==> src/rtl/pool_mgr_pkg.sv <==
package pool_mgr_pkg;

   localparam logic [7:0] SLOT_NONE     = 8'h80;
   localparam logic [7:0] ACK_CLEARABLE = 8'hD6;

   localparam int IB_RX      = 0;
   localparam int IB_TXDONE  = 1;
   localparam int IB_TXEMPTY = 2;
   localparam int IB_ALLOC   = 3;

   typedef enum logic [2:0] {
      OP_NOP        = 3'd0,
      OP_TX_ALLOC   = 3'd1,
      OP_POOL_RESET = 3'd2,
      OP_RX_DROP    = 3'd3,
      OP_RX_FREE    = 3'd4,
      OP_FREE_SLOT  = 3'd5,
      OP_TX_QUEUE   = 3'd6,
      OP_TX_FLUSH   = 3'd7
   } pool_op_e;

   typedef enum logic [1:0] {
      SEL_CMD  = 2'd0,
      SEL_ACK  = 2'd1,
      SEL_MASK = 2'd2,
      SEL_NONE = 2'd3
   } wr_sel_e;

endpackage

==> src/rtl/free_finder.sv <==
module free_finder #(
   parameter int SLOTS = 4,
   parameter int IDX_W = 2
) (
   input  logic [SLOTS-1:0] busy,
   output logic             found,
   output logic [IDX_W-1:0] idx
);

   // Scan downward so the lowest free slot is the last one to win.
   always_comb begin
      found = 1'b0;
      idx   = '0;
      for (int i = SLOTS - 1; i >= 0; i--) begin
         if (!busy[i]) begin
            found = 1'b1;
            idx   = i[IDX_W-1:0];
         end
      end
   end

endmodule

==> src/rtl/slot_queue.sv <==
module slot_queue #(
   parameter  int DEPTH = 4,
   parameter  int W     = 2,
   localparam int PW    = (DEPTH > 1) ? $clog2(DEPTH) : 1,
   localparam int CW    = $clog2(DEPTH + 1)
) (
   input  logic          clk,
   input  logic          rst_n,
   input  logic          clr,
   input  logic          push,
   input  logic [W-1:0]  din,
   input  logic          pop,
   output logic [W-1:0]  head,
   output logic [CW-1:0] count
);

   logic [W-1:0]  mem [DEPTH];
   logic [PW-1:0] rd_q, wr_q, rd_inc, wr_inc;
   logic [CW-1:0] cnt_q;
   logic          do_push, do_pop;

   assign do_push = push && (cnt_q != CW'(DEPTH));
   assign do_pop  = pop && (cnt_q != '0);

   generate
      if ((1 << PW) == DEPTH) begin : g_pow2
         assign rd_inc = rd_q + 1'b1;
         assign wr_inc = wr_q + 1'b1;
      end else begin : g_wrap
         assign rd_inc = (rd_q == PW'(DEPTH - 1)) ? '0 : rd_q + 1'b1;
         assign wr_inc = (wr_q == PW'(DEPTH - 1)) ? '0 : wr_q + 1'b1;
      end
   endgenerate

   always_ff @(posedge clk or negedge rst_n) begin
      if (!rst_n) begin
         rd_q  <= '0;
         wr_q  <= '0;
         cnt_q <= '0;
      end else if (clr) begin
         rd_q  <= '0;
         wr_q  <= '0;
         cnt_q <= '0;
      end else begin
         if (do_push) wr_q <= wr_inc;
         if (do_pop)  rd_q <= rd_inc;
         cnt_q <= cnt_q + {{(CW-1){1'b0}}, do_push} - {{(CW-1){1'b0}}, do_pop};
      end
   end

   always_ff @(posedge clk) begin
      if (do_push && !clr) mem[wr_q] <= din;
   end

   assign head  = mem[rd_q];
   assign count = cnt_q;

endmodule

==> src/rtl/pool_mgr.sv <==
module pool_mgr
   import pool_mgr_pkg::*;
#(
   parameter  int NUM_SLOTS = 4,
   localparam int IDX_W     = $clog2(NUM_SLOTS),
   localparam int CNT_W     = $clog2(NUM_SLOTS + 1)
) (
   input  logic             clk,
   input  logic             rst_n,
   input  logic             wr_en,
   input  logic [1:0]       wr_sel,
   input  logic [7:0]       wr_data,
   input  logic [IDX_W-1:0] pkt_num,
   input  logic             tx_en,
   input  logic             auto_release,
   input  logic             rx_req,
   output logic             rx_grant,
   output logic [IDX_W-1:0] rx_slot,
   output logic             tx_valid,
   output logic [IDX_W-1:0] tx_slot,
   input  logic             tx_ready,
   output logic [7:0]       alloc_result,
   output logic [7:0]       done_head,
   output logic [7:0]       rx_head,
   output logic [7:0]       int_status,
   output logic [7:0]       int_mask,
   output logic             irq,
   output logic [CNT_W-1:0] used_count,
   output logic [CNT_W-1:0] total_slots
);

   localparam logic [CNT_W-1:0] CAP     = CNT_W'(NUM_SLOTS);
   localparam logic [CNT_W-1:0] CNT_ONE = CNT_W'(1);
   localparam logic [7:0]       ST_RST  = 8'(1 << IB_TXEMPTY);

   initial assert (NUM_SLOTS >= 2 && NUM_SLOTS <= 127 && (1 << IDX_W) == NUM_SLOTS)
      else $error("pool_mgr: NUM_SLOTS must be a power of two in 2..64");

   function automatic logic [7:0] widen(input logic [IDX_W-1:0] v);
      return {{(8-IDX_W){1'b0}}, v};
   endfunction

   function automatic logic [CNT_W-1:0] cnt_after(input logic [CNT_W-1:0] c,
                                                  input logic clr, push, pop);
      if (clr) return '0;
      return c + {{(CNT_W-1){1'b0}}, push} - {{(CNT_W-1){1'b0}}, pop};
   endfunction

   logic [NUM_SLOTS-1:0] bm_q, bm_d, busy_view;
   logic [7:0]           res_q, res_d, st_q, st_d, mask_q, mask_d;
   logic                 find_ok;
   logic [IDX_W-1:0]     find_idx;
   logic                 free_en, take;
   logic [IDX_W-1:0]     free_idx;
   logic                 txq_push, txq_pop, txq_clr;
   logic                 dq_push, dq_pop, dq_clr;
   logic                 rxq_push, rxq_pop, rxq_clr;
   logic [IDX_W-1:0]     txq_head, dq_head, rxq_head;
   logic [CNT_W-1:0]     txq_cnt, dq_cnt, rxq_cnt;
   logic                 tx_fire;
   pool_op_e             op;

   assign op = pool_op_e'(wr_data[7:5]);

   // one event per cycle: host write, then receive request, then transmit hand-off
   assign tx_valid = tx_en && (txq_cnt != '0) && !wr_en && !rx_req;
   assign tx_slot  = txq_head;
   assign tx_fire  = tx_valid && tx_ready;

   // which slot is released this cycle (needed before the free search)
   always_comb begin
      free_en  = 1'b0;
      free_idx = pkt_num;
      if (wr_en) begin
         if (wr_sel == SEL_CMD && op == OP_FREE_SLOT) begin
            free_en = 1'b1;
         end else if (wr_sel == SEL_CMD && op == OP_RX_FREE && rxq_cnt != '0) begin
            free_en  = 1'b1;
            free_idx = rxq_head;
         end
      end else if (tx_fire && auto_release) begin
         free_en  = 1'b1;
         free_idx = txq_head;
      end
   end

   always_comb begin
      busy_view = bm_q;
      if (free_en) busy_view[free_idx] = 1'b0;
   end

   free_finder #(.SLOTS(NUM_SLOTS), .IDX_W(IDX_W)) u_find (
      .busy  (busy_view),
      .found (find_ok),
      .idx   (find_idx)
   );

   assign rx_grant = rx_req && !wr_en && find_ok && (rxq_cnt != CAP);
   assign rx_slot  = find_idx;

   always_comb begin
      take = 1'b0;
      res_d = res_q;
      st_d = st_q;
      mask_d = mask_q;
      txq_push = 1'b0; txq_pop = 1'b0; txq_clr = 1'b0;
      dq_push  = 1'b0; dq_pop  = 1'b0; dq_clr  = 1'b0;
      rxq_push = 1'b0; rxq_pop = 1'b0; rxq_clr = 1'b0;
      if (wr_en) begin
         case (wr_sel)
            SEL_CMD: begin
               case (op)
                  OP_TX_ALLOC: begin
                     res_d = SLOT_NONE;
                     st_d[IB_ALLOC] = 1'b0;
                     if (find_ok) begin
                        take = 1'b1;
                        res_d = widen(find_idx);
                        st_d[IB_ALLOC] = 1'b1;
                     end
                  end
                  OP_POOL_RESET: begin
                     txq_clr = 1'b1; dq_clr = 1'b1; rxq_clr = 1'b1;
                     res_d = '0;
                  end
                  OP_RX_DROP, OP_RX_FREE: begin
                     rxq_pop = (rxq_cnt != '0);
                     st_d[IB_RX] = (rxq_cnt > CNT_ONE);
                  end
                  OP_TX_QUEUE: txq_push = (txq_cnt != CAP);
                  OP_TX_FLUSH: begin
                     txq_clr = 1'b1; dq_clr = 1'b1;
                  end
                  default: ;
               endcase
            end
            SEL_ACK: begin
               st_d   = st_q & ~(wr_data & ACK_CLEARABLE);
               dq_pop = wr_data[IB_TXDONE] && (dq_cnt != '0);
            end
            SEL_MASK: mask_d = wr_data;
            default: ;
         endcase
      end else if (rx_grant) begin
         take = 1'b1;
         rxq_push = 1'b1;
         st_d[IB_RX] = 1'b1;
      end else if (tx_fire) begin
         txq_pop = 1'b1;
         if (!auto_release) dq_push = (dq_cnt != CAP);
      end
      // deferred transmit allocation retried on any release
      if (free_en && res_q == SLOT_NONE && find_ok) begin
         take = 1'b1;
         res_d = widen(find_idx);
         st_d[IB_ALLOC] = 1'b1;
      end
      if (cnt_after(txq_cnt, txq_clr, txq_push, txq_pop) == '0) st_d[IB_TXEMPTY] = 1'b1;
      if (cnt_after(dq_cnt, dq_clr, dq_push, dq_pop) != '0)     st_d[IB_TXDONE]  = 1'b1;
      bm_d = busy_view;
      if (take) bm_d[find_idx] = 1'b1;
      if (wr_en && wr_sel == SEL_CMD && op == OP_POOL_RESET) bm_d = '0;
   end

   always_ff @(posedge clk or negedge rst_n) begin
      if (!rst_n) begin
         bm_q   <= '0;
         res_q  <= '0;
         st_q   <= ST_RST;
         mask_q <= '0;
      end else begin
         bm_q   <= bm_d;
         res_q  <= res_d;
         st_q   <= st_d;
         mask_q <= mask_d;
      end
   end

   slot_queue #(.DEPTH(NUM_SLOTS), .W(IDX_W)) u_txq (
      .clk(clk), .rst_n(rst_n), .clr(txq_clr), .push(txq_push), .din(pkt_num),
      .pop(txq_pop), .head(txq_head), .count(txq_cnt)
   );

   slot_queue #(.DEPTH(NUM_SLOTS), .W(IDX_W)) u_doneq (
      .clk(clk), .rst_n(rst_n), .clr(dq_clr), .push(dq_push), .din(txq_head),
      .pop(dq_pop), .head(dq_head), .count(dq_cnt)
   );

   slot_queue #(.DEPTH(NUM_SLOTS), .W(IDX_W)) u_rxq (
      .clk(clk), .rst_n(rst_n), .clr(rxq_clr), .push(rxq_push), .din(find_idx),
      .pop(rxq_pop), .head(rxq_head), .count(rxq_cnt)
   );

   always_comb begin
      used_count = '0;
      for (int i = 0; i < NUM_SLOTS; i++) used_count = used_count + {{(CNT_W-1){1'b0}}, bm_q[i]};
   end

   assign total_slots  = CAP;
   assign alloc_result = res_q;
   assign done_head    = (dq_cnt  == '0) ? SLOT_NONE : widen(dq_head);
   assign rx_head      = (rxq_cnt == '0) ? SLOT_NONE : widen(rxq_head);
   assign int_status   = st_q;
   assign int_mask     = mask_q;
   assign irq          = |(st_q & mask_q);

endmodule

==> config.mk <==
export PLATFORM = sky130hd
export DESIGN_NAME = pool_mgr
export DESIGN_NICKNAME = d
export VERILOG_FILES = /design/src/rtl/pool_mgr_pkg.sv /design/src/rtl/free_finder.sv /design/src/rtl/slot_queue.sv /design/src/rtl/pool_mgr.sv
export SDC_FILE = /design/constraint.sdc
export NUM_CORES = 1
export LEC_CHECK = 0
export CAP_MARGIN = 5
export CORE_ASPECT_RATIO = 1.2
export CORE_MARGIN = 4
export CORE_UTILIZATION = 50
export CTS_BUF_LIST = sky130_fd_sc_hd__clkbuf_4
export CTS_CLUSTER_DIAMETER = 40
export DETAILED_ROUTE_END_ITERATION = 16
export PLACE_DENSITY = 0.77
export SYNTH_ARGS = -nofsm -noshare
export SYNTH_HDL_FRONTEND = slang
export SYNTH_SLANG_ARGS = --single-unit
==> constraint.sdc <==
create_clock -name clk -period 2.9 [get_ports clk]
set_input_delay 0.29 -clock clk [delete_from_list [all_inputs] [get_ports clk]]
set_output_delay 0.29 -clock clk [all_outputs]
set_load 0.01 [all_outputs]
==> results.yml, run 1 <==
worst_setup_path:
  cp.required_ns: 2.61
  cp-start-kind: "flip-flop"
  cp_cell_sequence: "or3_4, o2111a_2, buf_4, nor3_4, a31oi_1, dlygate4sd2_1"
  rrSetupSlack_ns: 0.27
  critPathMaxFanout: 4
  cp_slowest_cell: "dfrtp_1"
  cp_top_family: "simple AND/OR/NAND/NOR gates"
  crit_type: "flip-flop to output port"
  crit_arrival_ns: 2.50
  crit_buf_inv: 2
  endpoint_kind: "output port"
  critPathMaxStageDelay_ns: 0.41
synthesis:
  syn_inst: 344
  ys_warn_count: 0
  ys_ff_latch: 67
  ys_seq_area_share_pct: 46.0
  ys_types: 62
  syn_avg_cell_area_sq_um: 11.4
  synth_area_sq_um: 3910
  async_flop_share_pct: 64.2
  ys.flop_type: "dfrtp_1"
  synth_edf_count: 24
layout:
  final_core_util_pct: 64.5
  register_area_sq_um: 1800
  n_antenna_cell: 0
  stdcell_count: 539
  multi_input_area_sq_um: 1940
  area_delta_synth_final_pct: 26.5
  nets: 492
  fillers: 619
  drive_above_1_share_pct: 24.6
clock_tree:
  clk_root_buffer_cell: "clkbuf_4"
  cts_buffers: 9
  path_clk_slew_ns: 0.11
  clk_latency_ns: 0.41
  htreeDepth: 3
  cts_tree: "built"
  cts.sinks: 67
  cts_buffer_depth: 2
placed_design:
  place.gp.congestion: 0.872
  placed_cells: 514
  port-buffer-count: 52
  hpwl_um: 6430
run_status:
  outcome: "finished, final reports clean"
floorplanning:
  rows: 35
  die_h_um: 105
  ios: 72
  fp.dieW_um: 88.7
  die_area_sq_um: 9300
  initial_core_util_pct: 51.0
  core_area_sq_um: 7660
sta:
  tightest_slew_ns: 0.956
  fin_crit_sh_pct: 96.4
  fin_crit_ns: 2.79
  hold_ws_ns: 0.0113
  fmax_ghz: 0.358
  rsz0062_at_grt: "true"
  hold_violations: 0
  setup_viol: 0
  fin_worst_skew_ns: 0.0142
  drv_slew: 0
  timing.slew.headroom_pct: 36.3
global_route:
  grt_max_degree: 44
  grt_overflow_total: 0
  antenna_found_initial: 0
  track_usage_pct: 19.7
  grt_pass1_wl_um: 14000
  grt_pass1_vias: 2946
drt:
  drtPass1Iterations: 4
  num_vias: 2892
  viasPerCell: 5.37
  postRouteAntennaNets: 0
  postRouteWirelength_um: 8610
  drc: 0
  wl_per_cell_um: 16.0
  drt_iter0_drc: 193
power:
  internal-power_mw: 2.42
  switching_share_pct: 36.3
  vdd_drop_max_uv: 524
  power_density_nw_per_um2: 768
  power_frac_clock_pct: 13.1
  p_leak_nw: 2.17
  power.switching_mw: 1.38
  power_mw: 3.80
  power_frac_seq_pct: 38.8
  p_comb_share_pct: 48.1
job:
  drv_cap: 0
hold_path:
  hold_class: "input pin to asynchronous set/reset pin"
[cell type report]
class	count	share of cell area, %
Clock buffer	11	1.67
Sequential cell	67	36.5
Inverter	30	2.33
Multi-Input combinational cell	237	39.2
Clock inverter	5	0.456
Tap cell	92	2.33
Timing Repair Buffer	97	17.5
[cell families (layout without fill, tap and decap cells)]
family / count (synthesis) / count (layout) / share of synthesized area (%)
AO/OA/AOI/OAI: 47 / 47 / 9.22
XOR/XNOR: 14 / 14 / 3.14
adder cells (fa/ha/maj): 31 / 31 / 11.1
buffers and inverters: 57 / 143 / 7.81
flip-flops: 67 / 67 / 46.0
multiplexers: 17 / 17 / 6.56
other: 2 / 19 / 0.192
AND/OR/NAND/NOR: 109 / 109 / 16.0
[per-stage QoR]
stage                     TNS, ns  setup slack, ns  cell area, sq um
after floorplan                 0            0.347              3970
after global placement     -0.264           -0.222              4680
after detailed placement   -0.331           -0.220              4680
after CTS                 -0.0207          -0.0207              4880
after global routing      -0.0145         -0.00849              4940
final                           0            0.106              4940
[synth_stat cells (all sizes together) (3+ instances only)]
| library cell | number | area, sq um |
|---|---|---|
| a211oi | 4 | 30.0 |
| a21boi | 4 | 30.0 |
| a21oi | 8 | 43.8 |
| a22o | 3 | 26.3 |
| a31oi | 4 | 25.0 |
| and2 | 18 | 116 |
| and3 | 8 | 60.1 |
| buf | 22 | 173 |
| clkbuf | 5 | 20.0 |
| dfrtp | 42 | 1050 |
| edfxtp | 24 | 721 |
| fa | 6 | 120 |
| ha | 25 | 313 |
| inv | 30 | 113 |
| mux2 | 9 | 101 |
| mux4 | 6 | 135 |
| nand2 | 22 | 82.6 |
| nand3 | 5 | 25.0 |
| nand3b | 5 | 37.5 |
| nor2 | 25 | 101 |
| nor2b | 4 | 25.0 |
| nor3 | 6 | 35.0 |
| nor3b | 3 | 33.8 |
| o21a | 3 | 22.5 |
| o21ai | 4 | 20.0 |
| o31ai | 4 | 30.0 |
| or3 | 5 | 38.8 |
| xnor2 | 8 | 70.1 |
| xor2 | 6 | 52.6 |
[power by group through the flow]
stage / Combinational [mW] / Sequential, mW / Clock (mW)
finish: 1.83 / 1.47 / 0.500
floorplan: 0.980 / 1.47 / 0
detailed placement: 1.68 / 1.49 / 0
CTS: 1.78 / 1.48 / 0.515
global route: 2.04 / 1.51 / 0.562
global placement: 1.64 / 1.48 / 0
[repair_timing]
action	in CTS	in global routing
setup buffers	5	5
gates resized for setup	21	9
setup endpoints to repair	4	3
pin swaps	9	6
hold buffers	0	0
[final timing paths]
| path | startpoint | end | cells after the start |
|---|---|---|---|
| min in group clk | wr_data[4] | int_status[4] | 2 |
| min reg2reg | int_mask[5] | int_mask[5] | 1 |
| min | rst_n | u_doneq.rd_q[0] | 1 |
| max reg2reg | u_rxq.count[0] | u_rxq.count[1] | 9 |
| max in group asynchronous | rst_n | u_rxq.rd_q[0] | 1 |
| max | u_rxq.count[0] | rx_grant | 6 |
[worst reg2reg max path, cell delays in order (launching register included)]
cell	delay [ns]
dfrtp_1	0.41
or3_4	0.40
o2111a_2	0.32
buf_4	0.17
nor3_4	0.29
a31oi_1	0.15
ha_1	0.22
inv_1	0.07
fa_1	0.42
nor2_1	0.11
[state kept, by name, indices dropped and copies added, names as in the netlist]
name / count
int_mask: 8
u_doneq.mem: 8
u_rxq.mem: 8
u_txq.mem: 8
int_status: 7
bm_q: 4
alloc_result: 3
u_doneq.count: 3
u_rxq.count: 3
u_txq.count: 3
u_doneq.rd_q: 2
u_doneq.wr_q: 2
u_rxq.rd_q: 2
u_rxq.wr_q: 2
u_txq.rd_q: 2
u_txq.wr_q: 2
[layout by cell type, fill, tap and decap left out, types with 8 or more instances in the layout]
cell             count
edfxtp_1            24
clkbuf_4            11
and2_1              15
xnor2_1              8
ha_1                25
dfrtp_1             38
nand2_1             22
conb_1              19
inv_1               29
clkdlybuf4s50_1     48
mux2_2               9
nor2_1              24
buf_4               42
[routing by layer]
layer  part of all wire, %  GRT usage, %  vias to the layer above  wire [um]
met5                     0             0                        -          0
met2                    52          32.1                      108       4440
met1                    40          24.9                     1400       3480
met3                   5.9          4.50                       20        508
li1                      -             -                     1364          -
met4                   2.1          7.88                        0        179
Power figures use the tool's default switching activity.
==> run 2, diff against run 1 <==
Settings changed: SETUP_SLACK_MARGIN set to 0.5.
==> run 2 against run 1 <==
Net effect:
- clock skew grew 0.0077 ns
- final area up 3.1%
- sequential power barely moved
- fmax down 0.92%
- count of clock-buffer cells in the layout up 1
- sequential share of layout area decreased by 1.1 points
- flip-flop and latch count is the same
- final cell count up 1.7%
- via count increased by 0.55%
- critical path type unchanged
- first-iteration DRC count fell by 16%
- critical path depth up 2
==> results.yml, run 2 (synthesis gave the netlist of run 1 again) <==
run_status:
  outcome: "finished, final reports clean"
worst_setup_path:
  critPathMaxStageDelay_ns: 0.42
  rrSetupSlack_ns: 0.33
  rr_endpoint: "u_rxq.count[1]"
  ff2ff_path_depth: 9
  crit_arrival_ns: 2.53
  critPathMaxFanout: 3
  endpoint_kind: "output port"
  cp_slowest_cell: "dfrtp_2"
  cp.required_ns: 2.61
  cp-start-kind: "flip-flop"
  rr_startpoint: "u_rxq.count[0]"
  cp_common_cell: "a21oi_2"
  crit_type: "flip-flop to output port"
  cp_cell_sequence: "or3_4, a311o_1, o21a_1, a21oi_2, mux2i_2, a21oi_2, buf_4, buf_6"
drt:
  drc: 0
  drt_iter0_drc: 163
  num_vias: 2908
  postRouteAntennaNets: 0
  drtPass1Iterations: 5
  wl_per_cell_um: 16.3
  postRouteWirelength_um: 8940
  viasPerCell: 5.31
floorplanning:
  fp.dieW_um: 88.7
  ios: 72
  core_area_sq_um: 7660
  initial_core_util_pct: 51.0
  rows: 35
  die_area_sq_um: 9300
  die_h_um: 105
clock_tree:
  cts_tree: "built"
  cts.sinks: 67
  holdBufCountCts: 0
  clk_root_buffer_cell: "clkbuf_4"
  htreeDepth: 3
  cts_buffer_depth: 2
  path_clk_slew_ns: 0.11
  cts_buffers: 9
  clk_latency_ns: 0.40
sta:
  setup_viol: 0
  hold_violations: 0
  fmax_ghz: 0.355
  timing.slew.headroom_pct: 35.3
  fin_worst_skew_ns: 0.0219
  rsz0062_at_grt: "true"
  fin_crit_sh_pct: 97.3
  tightest_slew_ns: 0.970
  fin_crit_ns: 2.82
  drv_slew: 0
layout:
  final_core_util_pct: 66.5
  n_antenna_cell: 0
  nets: 501
  area_delta_synth_final_pct: 30.4
  final_cell_mix: "buf_4 (50), clkdlybuf4s50_1 (43), dfrtp_1 (37)"
  fillers: 543
  drive_above_1_share_pct: 30.9
  stdcell_count: 548
  final_common_cell: "buf_4"
global_route:
  grt_pass1_vias: 2900
  antenna_found_initial: 0
  track_usage_pct: 19.2
  grt_overflow_total: 0
  grt_pass1_wl_um: 13800
  grt_max_degree: 44
placed_design:
  hpwl_um: 6480
  place.gp.congestion: 0.896
  port-buffer-count: 52
  placed_cells: 511
power:
  vdd_drop_max_uv: 565
  p_leak_nw: 2.26
  power_density_nw_per_um2: 770
job:
  drv_cap: 0
hold_path:
  hold_class: "input pin to asynchronous set/reset pin"
[run 2: worst max-delay path: cells and delay by family (launching register included)]
kind,cells,cell delay (ns)
flip-flops,1,0.42
multiplexers,1,0.30
buffers and inverters,2,0.26
AO/OA/AOI/OAI,4,0.77
AND/OR/NAND/NOR,1,0.39
[run 2: report_power, final]
group / switching, mW / total [mW] / leakage (nW) / internal, mW
registers: 0.240 / 1.48 / 0.729 / 1.24
logic: 0.893 / 1.93 / 1.47 / 1.03
clock network: 0.316 / 0.515 / 0.0685 / 0.199
total: 1.45 / 3.93 / 2.26 / 2.48
[run 2: per-layer routing]
layer / track usage [%] / vias to the layer above / wire length [um]
li1: - / 1378 / -
met5: 0 / - / 0
met2: 32.7 / 98 / 4710
met3: 4.42 / 16 / 510
met1: 23.8 / 1416 / 3560
met4: 5.40 / 0 / 155
[run 2: how the worst max path moves through the flow]
| stage | from | end | slack [ns] | cells past startpoint |
|---|---|---|---|---|
| floorplan | u_txq.count[1] | u_txq.count[2] | 0.52 | 11 |
| global placement | wr_data[7] | rx_slot[0] | -0.20 | 9 |
| detailed placement | wr_data[6] | rx_slot[0] | -0.22 | 9 |
| CTS | u_txq.count[0] | rx_slot[0] | 0.15 | 8 |
| global route | u_rxq.rd_q[0] | rx_slot[0] | 0.01 | 8 |
| finish | u_txq.count[1] | rx_slot[0] | 0.08 | 8 |
[run 2: what timing repair did]
action / 4_1_cts / 5_1_grt
resized for setup: 44 / 24
setup buffers: 12 / 9
pin swaps: 15 / 15
hold endpoints to repair: 0 / 0
endpoints found under the setup margin: 21 / 20
[run 2: through the flow]
| step | area, sq um | hold WS, ns | setup TNS [ns] | power [mW] | setup WS [ns] |
|---|---|---|---|---|---|
| after floorplan | 3980 | -0.00559 | 0 | 2.46 | 0.519 |
| after global placement | 4660 | 0.495 | -0.227 | 3.12 | -0.196 |
| after detailed placement | 4660 | 0.499 | -0.254 | 3.19 | -0.219 |
| after CTS | 4940 | 0.0536 | 0 | 3.81 | 0.154 |
| after global routing | 5100 | 0.0815 | 0 | 4.20 | 0.0108 |
| final | 5100 | 0.0327 | 0 | 3.93 | 0.0797 |
[run 2: final cells by class]
type / instances / area (sq um) / area share, %
Clock buffer: 12 / 90.1 / 1.77
Clock inverter: 4 / 18.8 / 0.368
Inverter: 30 / 115 / 2.26
Multi-Input combinational cell: 237 / 2020 / 39.7
Sequential cell: 67 / 1800 / 35.4
Tap cell: 92 / 115 / 2.26
Timing Repair Buffer: 106 / 932 / 18.3
==> run 3, diff against run 2 <==
Settings changed: CORE_UTILIZATION 50 to 40, PLACE_DENSITY 0.77 to unset.
==> run 3 against run 2 <==
Net effect:
- clock power hardly changed
- register-to-register slack hardly changed
- worst hold slack worse by 0.025 ns
- final area is 2.1% higher
- fmax is 1.0% higher
- sequential share of layout area is 0.80 points lower
- count of clock-buffer cells in the layout stayed put
- final cell count is 7.1% higher
- power is 0.43% higher
- largest power group unchanged
- critical path depth is 3 higher
==> results.yml, run 3 (synthesis gave the netlist of run 1 again) <==
power:
  p_leak_nw: 2.31
  power_mw: 3.94
  vdd_drop_max_uv: 453
  power_density_nw_per_um2: 757
clock_tree:
  path_clk_slew_ns: 0.11
  holdBufCountCts: 0
  cts_tree: "built"
  htreeDepth: 3
  cts_buffers: 9
  cts.sinks: 67
  clk_root_buffer_cell: "clkbuf_4"
  clk_latency_ns: 0.42
  cts_buffer_depth: 2
drt:
  postRouteWirelength_um: 8950
  viasPerCell: 4.88
  num_vias: 2866
  drtPass1Iterations: 4
  drt_iter0_drc: 133
  wl_per_cell_um: 15.2
  postRouteAntennaNets: 0
  drc: 0
sta:
  tightest_slew_ns: 0.964
  fin_worst_skew_ns: 0.0170
  drv_slew: 0
  timing.slew.headroom_pct: 35.7
  rsz0062_at_grt: "true"
  hold_ws_ns: 0.00721
  hold_violations: 0
  fin_crit_ns: 2.79
  fin_crit_sh_pct: 96.3
  setup_viol: 0
  fmax_ghz: 0.358
  tns_ns: 0
worst_setup_path:
  rr_startpoint: "u_rxq.count[1]"
  cp.required_ns: 2.61
  rrSetupSlack_ns: 0.34
  rr_endpoint: "u_rxq.count[1]"
  cp-start-kind: "flip-flop"
  ff2ff_path_depth: 10
  crit_arrival_ns: 2.50
  endpoint_kind: "output port"
  critPathMaxFanout: 2
  crit_type: "flip-flop to output port"
layout:
  area_delta_synth_final_pct: 33.2
  stdcell_count: 587
  fin_area_sq_um: 5200
  nets: 509
  final_cell_mix: "buf_4 (53), dfrtp_1 (40), clkdlybuf4s50_1 (39)"
  final_common_cell: "buf_4"
  fillers: 868
  n_antenna_cell: 0
  drive_above_1_share_pct: 31.0
run_status:
  outcome: "finished, final reports clean"
placed_design:
  place.gp.congestion: 0.866
  port-buffer-count: 52
  hpwl_um: 6760
  placed_cells: 552
  placed_area_sq_um: 4780
global_route:
  grt_pass1_wl_um: 14400
  grt_overflow_total: 0
  grt_pass1_vias: 2962
  antenna_found_initial: 0
  track_usage_pct: 16.1
  grt_max_degree: 44
floorplanning:
  die_h_um: 116
  ios: 72
  rows: 39
  die_area_sq_um: 11400
  fp.dieW_um: 98.2
  initial_core_util_pct: 41.1
  core_area_sq_um: 9520
hold_path:
  hold_class: "input pin to asynchronous set/reset pin"
job:
  drv_cap: 0
==> run 3: layer usage <==
layer	vias up	wire length (um)	GRT usage [%]
li1	1389	-	-
met1	1404	3830	20.0
met2	62	4650	27.7
met3	11	324	2.69
met4	0	140	7.56
met5	-	0	0
==> run 3: area by class of cell <==
class                           instances  area [sq um]  area share [%]
Clock buffer                           12          90.1            1.73
Clock inverter                          4          17.5           0.337
Multi-Input combinational cell        237          2020            38.9
Timing Repair Buffer                  114          1000            19.3
Sequential cell                        67          1800            34.6
Tap cell                              123           154            2.96
Inverter                               30           115            2.21
==> run 3: report_power, final <==
part,leakage (nW),switching [mW],internal (mW),total (mW)
sequential,0.732,0.220,1.24,1.46
combinational,1.51,0.899,1.07,1.97
clock,0.0662,0.317,0.197,0.514
total,2.31,1.44,2.51,3.94
==> run 3: stage by stage <==
| stage | utilization [%] | setup WS, ns |
|---|---|---|
| 3_3_place_gp | 50.2 | -0.353 |
| 5_1_grt | 54.7 | -0.0325 |
| 2_1_floorplan | - | 0.519 |
| 3_5_place_dp | 50.2 | -0.372 |
| 4_1_cts | 52.9 | 0.0741 |
| 6_report | 54.7 | 0.108 |
==> run 3: timing repair <==
item / in CTS / in global routing
setup buffers: 11 / 8
pin swaps: 12 / 20
resized for setup: 45 / 31
endpoints found under the setup margin: 25 / 18
==> run 3: critical path, stage by stage, from the launching register on <==
cell and delay (ns):
dfrtp_1 0.40, or3_4 0.40, buf_6 0.14, inv_4 0.06
nor3_4 0.04, buf_6 0.11, o211ai_4 0.16, a21oi_2 0.08
buf_4 0.15, mux2i_4 0.19, a21oi_4 0.19, buf_2 0.15
==> run 3: how the worst max path moves through the flow <==
stage / start / endpoint / slack, ns / depth (start not counted)
after detailed placement: wr_data[7] / rx_slot[0] / -0.37 / 8
final: u_rxq.count[1] / rx_slot[0] / 0.11 / 11
after floorplan: u_txq.count[1] / u_txq.count[2] / 0.52 / 11
after global placement: wr_data[7] / rx_slot[0] / -0.35 / 8
after global routing: u_rxq.count[1] / rx_slot[0] / -0.03 / 10
after CTS: u_rxq.count[2] / rx_slot[0] / 0.07 / 11
